===== src/rtl/mmr_pkg.sv =====
package mmr_pkg;

  localparam logic [2:0] MT_UC = 3'd0;
  localparam logic [2:0] MT_WC = 3'd1;
  localparam logic [2:0] MT_WT = 3'd4;
  localparam logic [2:0] MT_WP = 3'd5;
  localparam logic [2:0] MT_WB = 3'd6;

  typedef struct packed {
    logic loadCfg;
    logic takeReq;
    logic locked;
  } mmr_strb_t;

  function automatic logic mtCacheable(input logic [2:0] t);
    return (t == MT_WT) || (t == MT_WP) || (t == MT_WB);
  endfunction

endpackage


===== src/rtl/mmr_ctrl.sv =====
module mmr_ctrl
  import mmr_pkg::*;
#(
  parameter int ADDR_W   = 32,
  parameter int MIN_LOG2 = 16,
  parameter int MAX_LOG2 = 22,
  localparam int LOG_W   = $clog2(MAX_LOG2 + 1),
  localparam int SPLIT_W = MAX_LOG2 + 1
) (
  input  logic               clk,
  input  logic               rstN,
  input  logic               cfgWrEn,
  input  logic [ADDR_W-1:0]  cfgBase,
  input  logic [LOG_W-1:0]   cfgSizeLog2,
  input  logic [SPLIT_W-1:0] cfgSplit,
  input  logic               cfgLock,
  input  logic               reqValid,
  output mmr_strb_t          strb
);

  logic               lockedQ;
  logic [ADDR_W-1:0]  lowMask;
  logic [SPLIT_W-1:0] sizeBytes;
  logic               sizeOk, alignOk, splitOk, cfgLegal, loadNow;

  // Bits below the requested size exponent must be clear in the base.
  for (genvar i = 0; i < ADDR_W; i++) begin : g_lowMask
    assign lowMask[i] = (int'(cfgSizeLog2) > i);
  end

  always_comb begin
    sizeOk    = (int'(cfgSizeLog2) >= MIN_LOG2) && (int'(cfgSizeLog2) <= MAX_LOG2);
    sizeBytes = SPLIT_W'(1) << cfgSizeLog2;
    alignOk   = (cfgBase & lowMask) == '0;
    splitOk   = cfgSplit <= sizeBytes;
    cfgLegal  = sizeOk && alignOk && splitOk;
    loadNow   = cfgWrEn && !lockedQ && cfgLegal;
  end

  always_ff @(posedge clk) begin
    if (!rstN) lockedQ <= 1'b0;
    else if (loadNow && cfgLock) lockedQ <= 1'b1;
  end

  assign strb.loadCfg = loadNow;
  assign strb.takeReq = reqValid;
  assign strb.locked  = lockedQ;

  // once set, the lock stays until reset
  p_lock_sticky_r11: assert property (@(posedge clk) disable iff (!rstN)
    lockedQ |=> lockedQ);

  // the lock only rises after a write that asked for it
  p_lock_cause_r11: assert property (@(posedge clk) disable iff (!rstN)
    $rose(lockedQ) |-> $past(cfgWrEn && cfgLock));

endmodule


===== src/rtl/mmr_datapath.sv =====
module mmr_datapath
  import mmr_pkg::*;
#(
  parameter int ADDR_W   = 32,
  parameter int MIN_LOG2 = 16,
  parameter int MAX_LOG2 = 22,
  localparam int LOG_W   = $clog2(MAX_LOG2 + 1),
  localparam int SPLIT_W = MAX_LOG2 + 1,
  parameter logic [ADDR_W-1:0]  RST_BASE     = 'hA000_0000,
  parameter logic [LOG_W-1:0]   RST_LOG2     = 16,
  parameter logic [SPLIT_W-1:0] RST_SPLIT    = 'h8000,
  parameter logic [2:0]         RST_DED_TYPE = 3'd6,
  parameter logic [2:0]         RST_SYS_TYPE = 3'd6
) (
  input  logic               clk,
  input  logic               rstN,
  input  mmr_strb_t          strb,
  input  logic [ADDR_W-1:0]  cfgBase,
  input  logic [LOG_W-1:0]   cfgSizeLog2,
  input  logic [SPLIT_W-1:0] cfgSplit,
  input  logic [2:0]         cfgDedType,
  input  logic [2:0]         cfgSysType,
  input  logic               reqValid,
  input  logic [ADDR_W-1:0]  reqAddr,
  input  logic               reqWrite,
  input  logic               reqInMgmt,
  output logic               rspValid,
  output logic               rspToPriv,
  output logic               rspWrite,
  output logic [2:0]         rspMemType,
  output logic               rspCacheEn
);

  logic [ADDR_W-1:0]  baseQ;
  logic [LOG_W-1:0]   sizeLog2Q;
  logic [SPLIT_W-1:0] splitQ;
  logic [2:0]         dedTypeQ, sysTypeQ;

  logic [ADDR_W-1:0]  winMask;
  logic [SPLIT_W-1:0] offset;
  logic               inWin, inShared, dedOk, toPrivNext;
  logic [2:0]         typeNext;

  // Configuration registers
  always_ff @(posedge clk) begin
    if (!rstN) begin
      baseQ     <= RST_BASE;
      sizeLog2Q <= RST_LOG2;
      splitQ    <= RST_SPLIT;
      dedTypeQ  <= RST_DED_TYPE;
      sysTypeQ  <= RST_SYS_TYPE;
    end else if (strb.loadCfg) begin
      baseQ     <= cfgBase;
      sizeLog2Q <= cfgSizeLog2;
      splitQ    <= cfgSplit;
      dedTypeQ  <= cfgDedType;
      sysTypeQ  <= cfgSysType;
    end
  end

  // Window decode
  for (genvar i = 0; i < ADDR_W; i++) begin : g_winMask
    assign winMask[i] = (int'(sizeLog2Q) > i);
  end

  always_comb begin
    inWin    = ((reqAddr ^ baseQ) & ~winMask) == '0;
    offset   = reqAddr[SPLIT_W-1:0] & winMask[SPLIT_W-1:0];
    inShared = offset < splitQ;
    dedOk    = mtCacheable(dedTypeQ);
    toPrivNext = inWin && reqInMgmt;
    if (!inWin)                     typeNext = sysTypeQ;
    else if (reqInMgmt && !inShared) typeNext = dedOk ? dedTypeQ : MT_UC;
    else                            typeNext = MT_UC;
  end

  // Response stage
  always_ff @(posedge clk) begin
    if (!rstN) begin
      rspValid   <= 1'b0;
      rspToPriv  <= 1'b0;
      rspWrite   <= 1'b0;
      rspMemType <= MT_UC;
      rspCacheEn <= 1'b0;
    end else begin
      rspValid <= strb.takeReq;
      if (strb.takeReq) begin
        rspToPriv  <= toPrivNext;
        rspWrite   <= reqWrite;
        rspMemType <= typeNext;
        rspCacheEn <= mtCacheable(typeNext);
      end
    end
  end

  // one cycle from request to response
  p_latency_r2: assert property (@(posedge clk) disable iff (!rstN)
    reqValid |=> rspValid);

  // idle cycles keep the response fields
  p_hold_r2: assert property (@(posedge clk) disable iff (!rstN)
    !reqValid |=> (!rspValid && $stable(rspToPriv) && $stable(rspMemType) && $stable(rspCacheEn)));

  // no private routing outside management mode
  p_priv_needs_mgmt_r4: assert property (@(posedge clk) disable iff (!rstN)
    (reqValid && !reqInMgmt) |=> !rspToPriv);

  // UC and WC never enable caching
  p_no_cache_uc_wc_r9: assert property (@(posedge clk) disable iff (!rstN)
    (rspMemType == MT_UC || rspMemType == MT_WC) |-> !rspCacheEn);

  // stored configuration is always a legal one
  p_cfg_legal_r10: assert property (@(posedge clk) disable iff (!rstN)
    (int'(sizeLog2Q) >= MIN_LOG2 && int'(sizeLog2Q) <= MAX_LOG2
     && (baseQ & winMask) == '0 && splitQ <= (SPLIT_W'(1) << sizeLog2Q)));

  // no configuration change while locked
  p_lock_freeze_r11: assert property (@(posedge clk) disable iff (!rstN)
    strb.locked |=> ($stable(baseQ) && $stable(sizeLog2Q) && $stable(splitQ)
                     && $stable(dedTypeQ) && $stable(sysTypeQ)));

endmodule


===== src/rtl/mgmt_mem_router.sv =====
module mgmt_mem_router
  import mmr_pkg::*;
#(
  parameter int ADDR_W   = 32,
  parameter int MIN_LOG2 = 16,
  parameter int MAX_LOG2 = 22,
  localparam int LOG_W   = $clog2(MAX_LOG2 + 1),
  localparam int SPLIT_W = MAX_LOG2 + 1,
  parameter logic [ADDR_W-1:0]  RST_BASE     = 'hA000_0000,
  parameter logic [LOG_W-1:0]   RST_LOG2     = 16,
  parameter logic [SPLIT_W-1:0] RST_SPLIT    = 'h8000,
  parameter logic [2:0]         RST_DED_TYPE = 3'd6,
  parameter logic [2:0]         RST_SYS_TYPE = 3'd6
) (
  input  logic               clk,
  input  logic               rstN,
  input  logic               cfgWrEn,
  input  logic [ADDR_W-1:0]  cfgBase,
  input  logic [LOG_W-1:0]   cfgSizeLog2,
  input  logic [SPLIT_W-1:0] cfgSplit,
  input  logic [2:0]         cfgDedType,
  input  logic [2:0]         cfgSysType,
  input  logic               cfgLock,
  input  logic               reqValid,
  input  logic [ADDR_W-1:0]  reqAddr,
  input  logic               reqWrite,
  input  logic               reqInMgmt,
  output logic               rspValid,
  output logic               rspToPriv,
  output logic               rspWrite,
  output logic [2:0]         rspMemType,
  output logic               rspCacheEn
);

  mmr_strb_t strb;

  mmr_ctrl #(
    .ADDR_W(ADDR_W), .MIN_LOG2(MIN_LOG2), .MAX_LOG2(MAX_LOG2)
  ) u_ctrl (
    .clk(clk), .rstN(rstN), .cfgWrEn(cfgWrEn), .cfgBase(cfgBase),
    .cfgSizeLog2(cfgSizeLog2), .cfgSplit(cfgSplit), .cfgLock(cfgLock),
    .reqValid(reqValid), .strb(strb)
  );

  mmr_datapath #(
    .ADDR_W(ADDR_W), .MIN_LOG2(MIN_LOG2), .MAX_LOG2(MAX_LOG2),
    .RST_BASE(RST_BASE), .RST_LOG2(RST_LOG2), .RST_SPLIT(RST_SPLIT),
    .RST_DED_TYPE(RST_DED_TYPE), .RST_SYS_TYPE(RST_SYS_TYPE)
  ) u_dp (
    .clk(clk), .rstN(rstN), .strb(strb), .cfgBase(cfgBase),
    .cfgSizeLog2(cfgSizeLog2), .cfgSplit(cfgSplit), .cfgDedType(cfgDedType),
    .cfgSysType(cfgSysType), .reqValid(reqValid), .reqAddr(reqAddr),
    .reqWrite(reqWrite), .reqInMgmt(reqInMgmt), .rspValid(rspValid),
    .rspToPriv(rspToPriv), .rspWrite(rspWrite), .rspMemType(rspMemType),
    .rspCacheEn(rspCacheEn)
  );

endmodule


===== config.mk =====
export PLATFORM = sky130hd
export DESIGN_NAME = mgmt_mem_router
export DESIGN_NICKNAME = d
export VERILOG_FILES = /design/src/rtl/mmr_pkg.sv /design/src/rtl/mmr_ctrl.sv /design/src/rtl/mmr_datapath.sv /design/src/rtl/mgmt_mem_router.sv
export SDC_FILE = /design/constraint.sdc
export NUM_CORES = 1
export LEC_CHECK = 0
export ABC_AREA = 1
export BUFFER_PORTS_ARGS = -buffer_cell sky130_fd_sc_hd__buf_2
export CELL_PAD_IN_SITES_DETAIL_PLACEMENT = 1
export CELL_PAD_IN_SITES_GLOBAL_PLACEMENT = 1
export CORE_ASPECT_RATIO = 0.5
export CORE_MARGIN = 2
export CORE_UTILIZATION = 42
export DETAILED_ROUTE_END_ITERATION = 8
export GPL_ROUTABILITY_DRIVEN = 0
export PLACE_DENSITY_LB_ADDON = 0.1
export SLEW_MARGIN = 20
export SYNTH_ARGS = -nofsm -noshare
export SYNTH_HDL_FRONTEND = slang
export SYNTH_HIERARCHICAL = 1
export SYNTH_SLANG_ARGS = --single-unit

===== constraint.sdc =====
create_clock -name clk -period 5.04 [get_ports clk]
set_clock_uncertainty 0.1 [all_clocks]
set_input_delay 0.504 -clock clk [delete_from_list [all_inputs] [get_ports clk]]
set_output_delay 0.504 -clock clk [all_outputs]
set_load 0.02 [all_outputs]

==> impl_metrics.toml <==
[route]
drc = 0
via_per_inst = 5.286
drt_iter0_drc = 339
wirelength_um = 18970
ant_nets = 0
wl_per_cell_um = 17.29
num_vias = 5799
first_pass_iters = 5

[global_route]
antenna_found_initial = 0
grt_use_total_pct = 28.38
grt_pass1_vias = 5800
grt_overflow = 0
grt_max_degree = 54
grt_pass1_wl_um = 30100

[timing]
final.setup.tns_ps = 0
holdWs_ps = 269.8
rsz0062_at_grt = "false"
final.period_utilization_pct = 71.17
setup_viol = 0
fmax_mhz = 278.8
slew_headroom_pct = 54.06
worst_slew_pin_slew_ps = 683.0
setup_slack_ps = 1453
post-route-min-period_ps = 3587
finalHoldViolations = 0
drv_slew = 0

[finish]
syn_to_final_growth_pct = 17.74
stdcell_area_mm2 = 0.006327
nets = 1072
layout-drive-gt1-share_pct = 17.91
antenna_cells = 0

[placement]
dp_worst_setup_slack_ps = 1192
hpwl_um = 14770
placed_cell_area_mm2 = 0.005984
numPortBuffers = 111

[setup_path]
cp.arrival_ps = 3760
crit_buf_inv = 4
max_stage_delay_ps = 430
crit_family = "simple AND/OR/NAND/NOR gates"
crit_fanout = 53
required_ps = 5210
crit_path_end_kind = "flop"
crit_type = "input port to flop"
critPathMostFrequentCell = "nand2_1"
startpoint_type = "input port"
cp_cell_sequence = "buf_2, inv_1, nor2_1, nand3_1, ha_1, nand2_1, nor2_1, nand2_1, nor2_1, nand2_1, nand3_1, nand2_1, and3_2, inv_2, buf_12, o21ai_0, a21oi_1"
crit_slowest_cell = "inv_2"

[logic_synthesis]
syn_avg_cell_area_um2 = 6.482
synthCells = 829
syn_nets = 979
synth_area_mm2 = 0.005374
ys_warn_count = 6

[clock_tree]
clock_tree.htree_level_count = 3
cts-root-buf = "clkbuf_16"
cts_setup_buffers = 0
insertion_delay_ps = 340
cts_buffers = 9
cts.sinks = 74
clockBufferDepth = 2
cts_tree = "done"
cts-resized-gates = 0
ctsHoldBuffers = 0
clkTransAtPathRegs_ps = 60

[floorplan]
core_mm2 = 0.01259
die_height_um = 83.99
dieArea_mm2 = 0.01377
die_x_um = 164.0
row_count = 29
io_pins = 112
initial_core_util_pct = 42.68

[flow_run]
drv_cap = 0

[hold_path]
hp-class = "input port to flop"

[power]
power_density_mw_per_mm2 = 248.2
cellLeakagePower_nw = 3.229
vdd_ir_drop_max_uv = 128.7

[run_status]
status = "finished, final reports clean"
-- sequential cells by signal, summed over array words and instances (netlist names) --
register         flops
u_dp/rspWrite        1
u_dp/rspValid        1
u_dp/sizeLog2Q       5
u_dp/sysTypeQ        3
u_dp/splitQ         23
u_dp/rspToPriv       1
u_dp/rspCacheEn      1
u_dp/dedTypeQ        3
u_dp/rspMemType      3
u_ctrl/lockedQ       1
u_dp/baseQ          32
-- power breakdown --
part           internal [W]  leakage, nW  switching [W]  total (W)
Clock              0.000486        0.159       0.000278   0.000764
Combinational     0.0000814         2.47       0.000135   0.000217
Sequential         0.000588        0.598     0.00000129   0.000589
Total               0.00116         3.23       0.000415    0.00157
-- final cells by class --
type                            count  area, µm²
Inverter                           94      352.8
Sequential cell                    74       1481
Timing Repair Buffer              114      590.6
Fill cell                        1751       6264
Tap cell                          170      212.7
Multi-Input combinational cell    629       3347
Clock inverter                      6      113.9
Clock buffer                       10      229.0
-- cells in the final DEF (no fill, tap or decap), types with 2 or more instances in the layout --
cell type / instances
o21ai_1: 7
inv_1: 84
nand2_2: 7
clkinvlp_4: 2
inv_2: 10
o21ai_0: 79
nand2_1: 189
nor2_4: 8
a21oi_1: 57
xnor2_1: 5
buf_4: 2
nand4_1: 6
nand3_1: 39
dfxtp_1: 74
clkbuf_16: 9
nor3_1: 2
ha_1: 45
buf_2: 111
bufinv_16: 3
xor2_1: 24
nor2_2: 4
a21boi_0: 6
nand3b_1: 3
nor2_1: 135
-- metal layers --
layer	wire length, µm	global-route usage, %
met1	9674	41.56
met2	7957	42.90
met3	1120	5.464
met4	215	5.981
met5	0	0
-- through the flow --
step,total power [W],instances,utilization (%)
after floorplan,0.0007193,829,-
after global placement,0.0008088,1081,47.53
after detailed placement,0.0008148,1081,47.53
after CTS,0.001582,1097,50.25
after global routing,0.001636,1097,50.25
final,0.001570,1097,50.25
-- path summary, 6_finish.rpt --
kind                                                      from                              end  slack (ps)  depth (start not counted)
worst max-delay path                            cfgSizeLog2[0]      u_dp/splitQ[3]$_SDFFE_PN0P_        1450                         17
worst min-delay path                               cfgBase[31]      u_dp/baseQ[31]$_SDFFE_PN1P_         270                          3
worst max register to register  u_dp/sizeLog2Q[4]$_SDFFE_PN1P_  u_dp/rspMemType[2]$_SDFFE_PN0P_        1680                         15
worst min register to register     u_ctrl/lockedQ$_SDFFE_PN0P_      u_ctrl/lockedQ$_SDFFE_PN0P_         370                          2
-- worst register-to-register path: cells and delay by family (launching register included) --
| family | cells | cell delay [ps] |
|---|---|---|
| AND/OR/NAND/NOR | 10 | 1050 |
| AO/OA/AOI/OAI | 4 | 1000 |
| adder cells (fa/ha/maj) | 1 | 370 |
| flip-flops | 1 | 730 |
No activity file was read; power rests on OpenSTA's default activity.
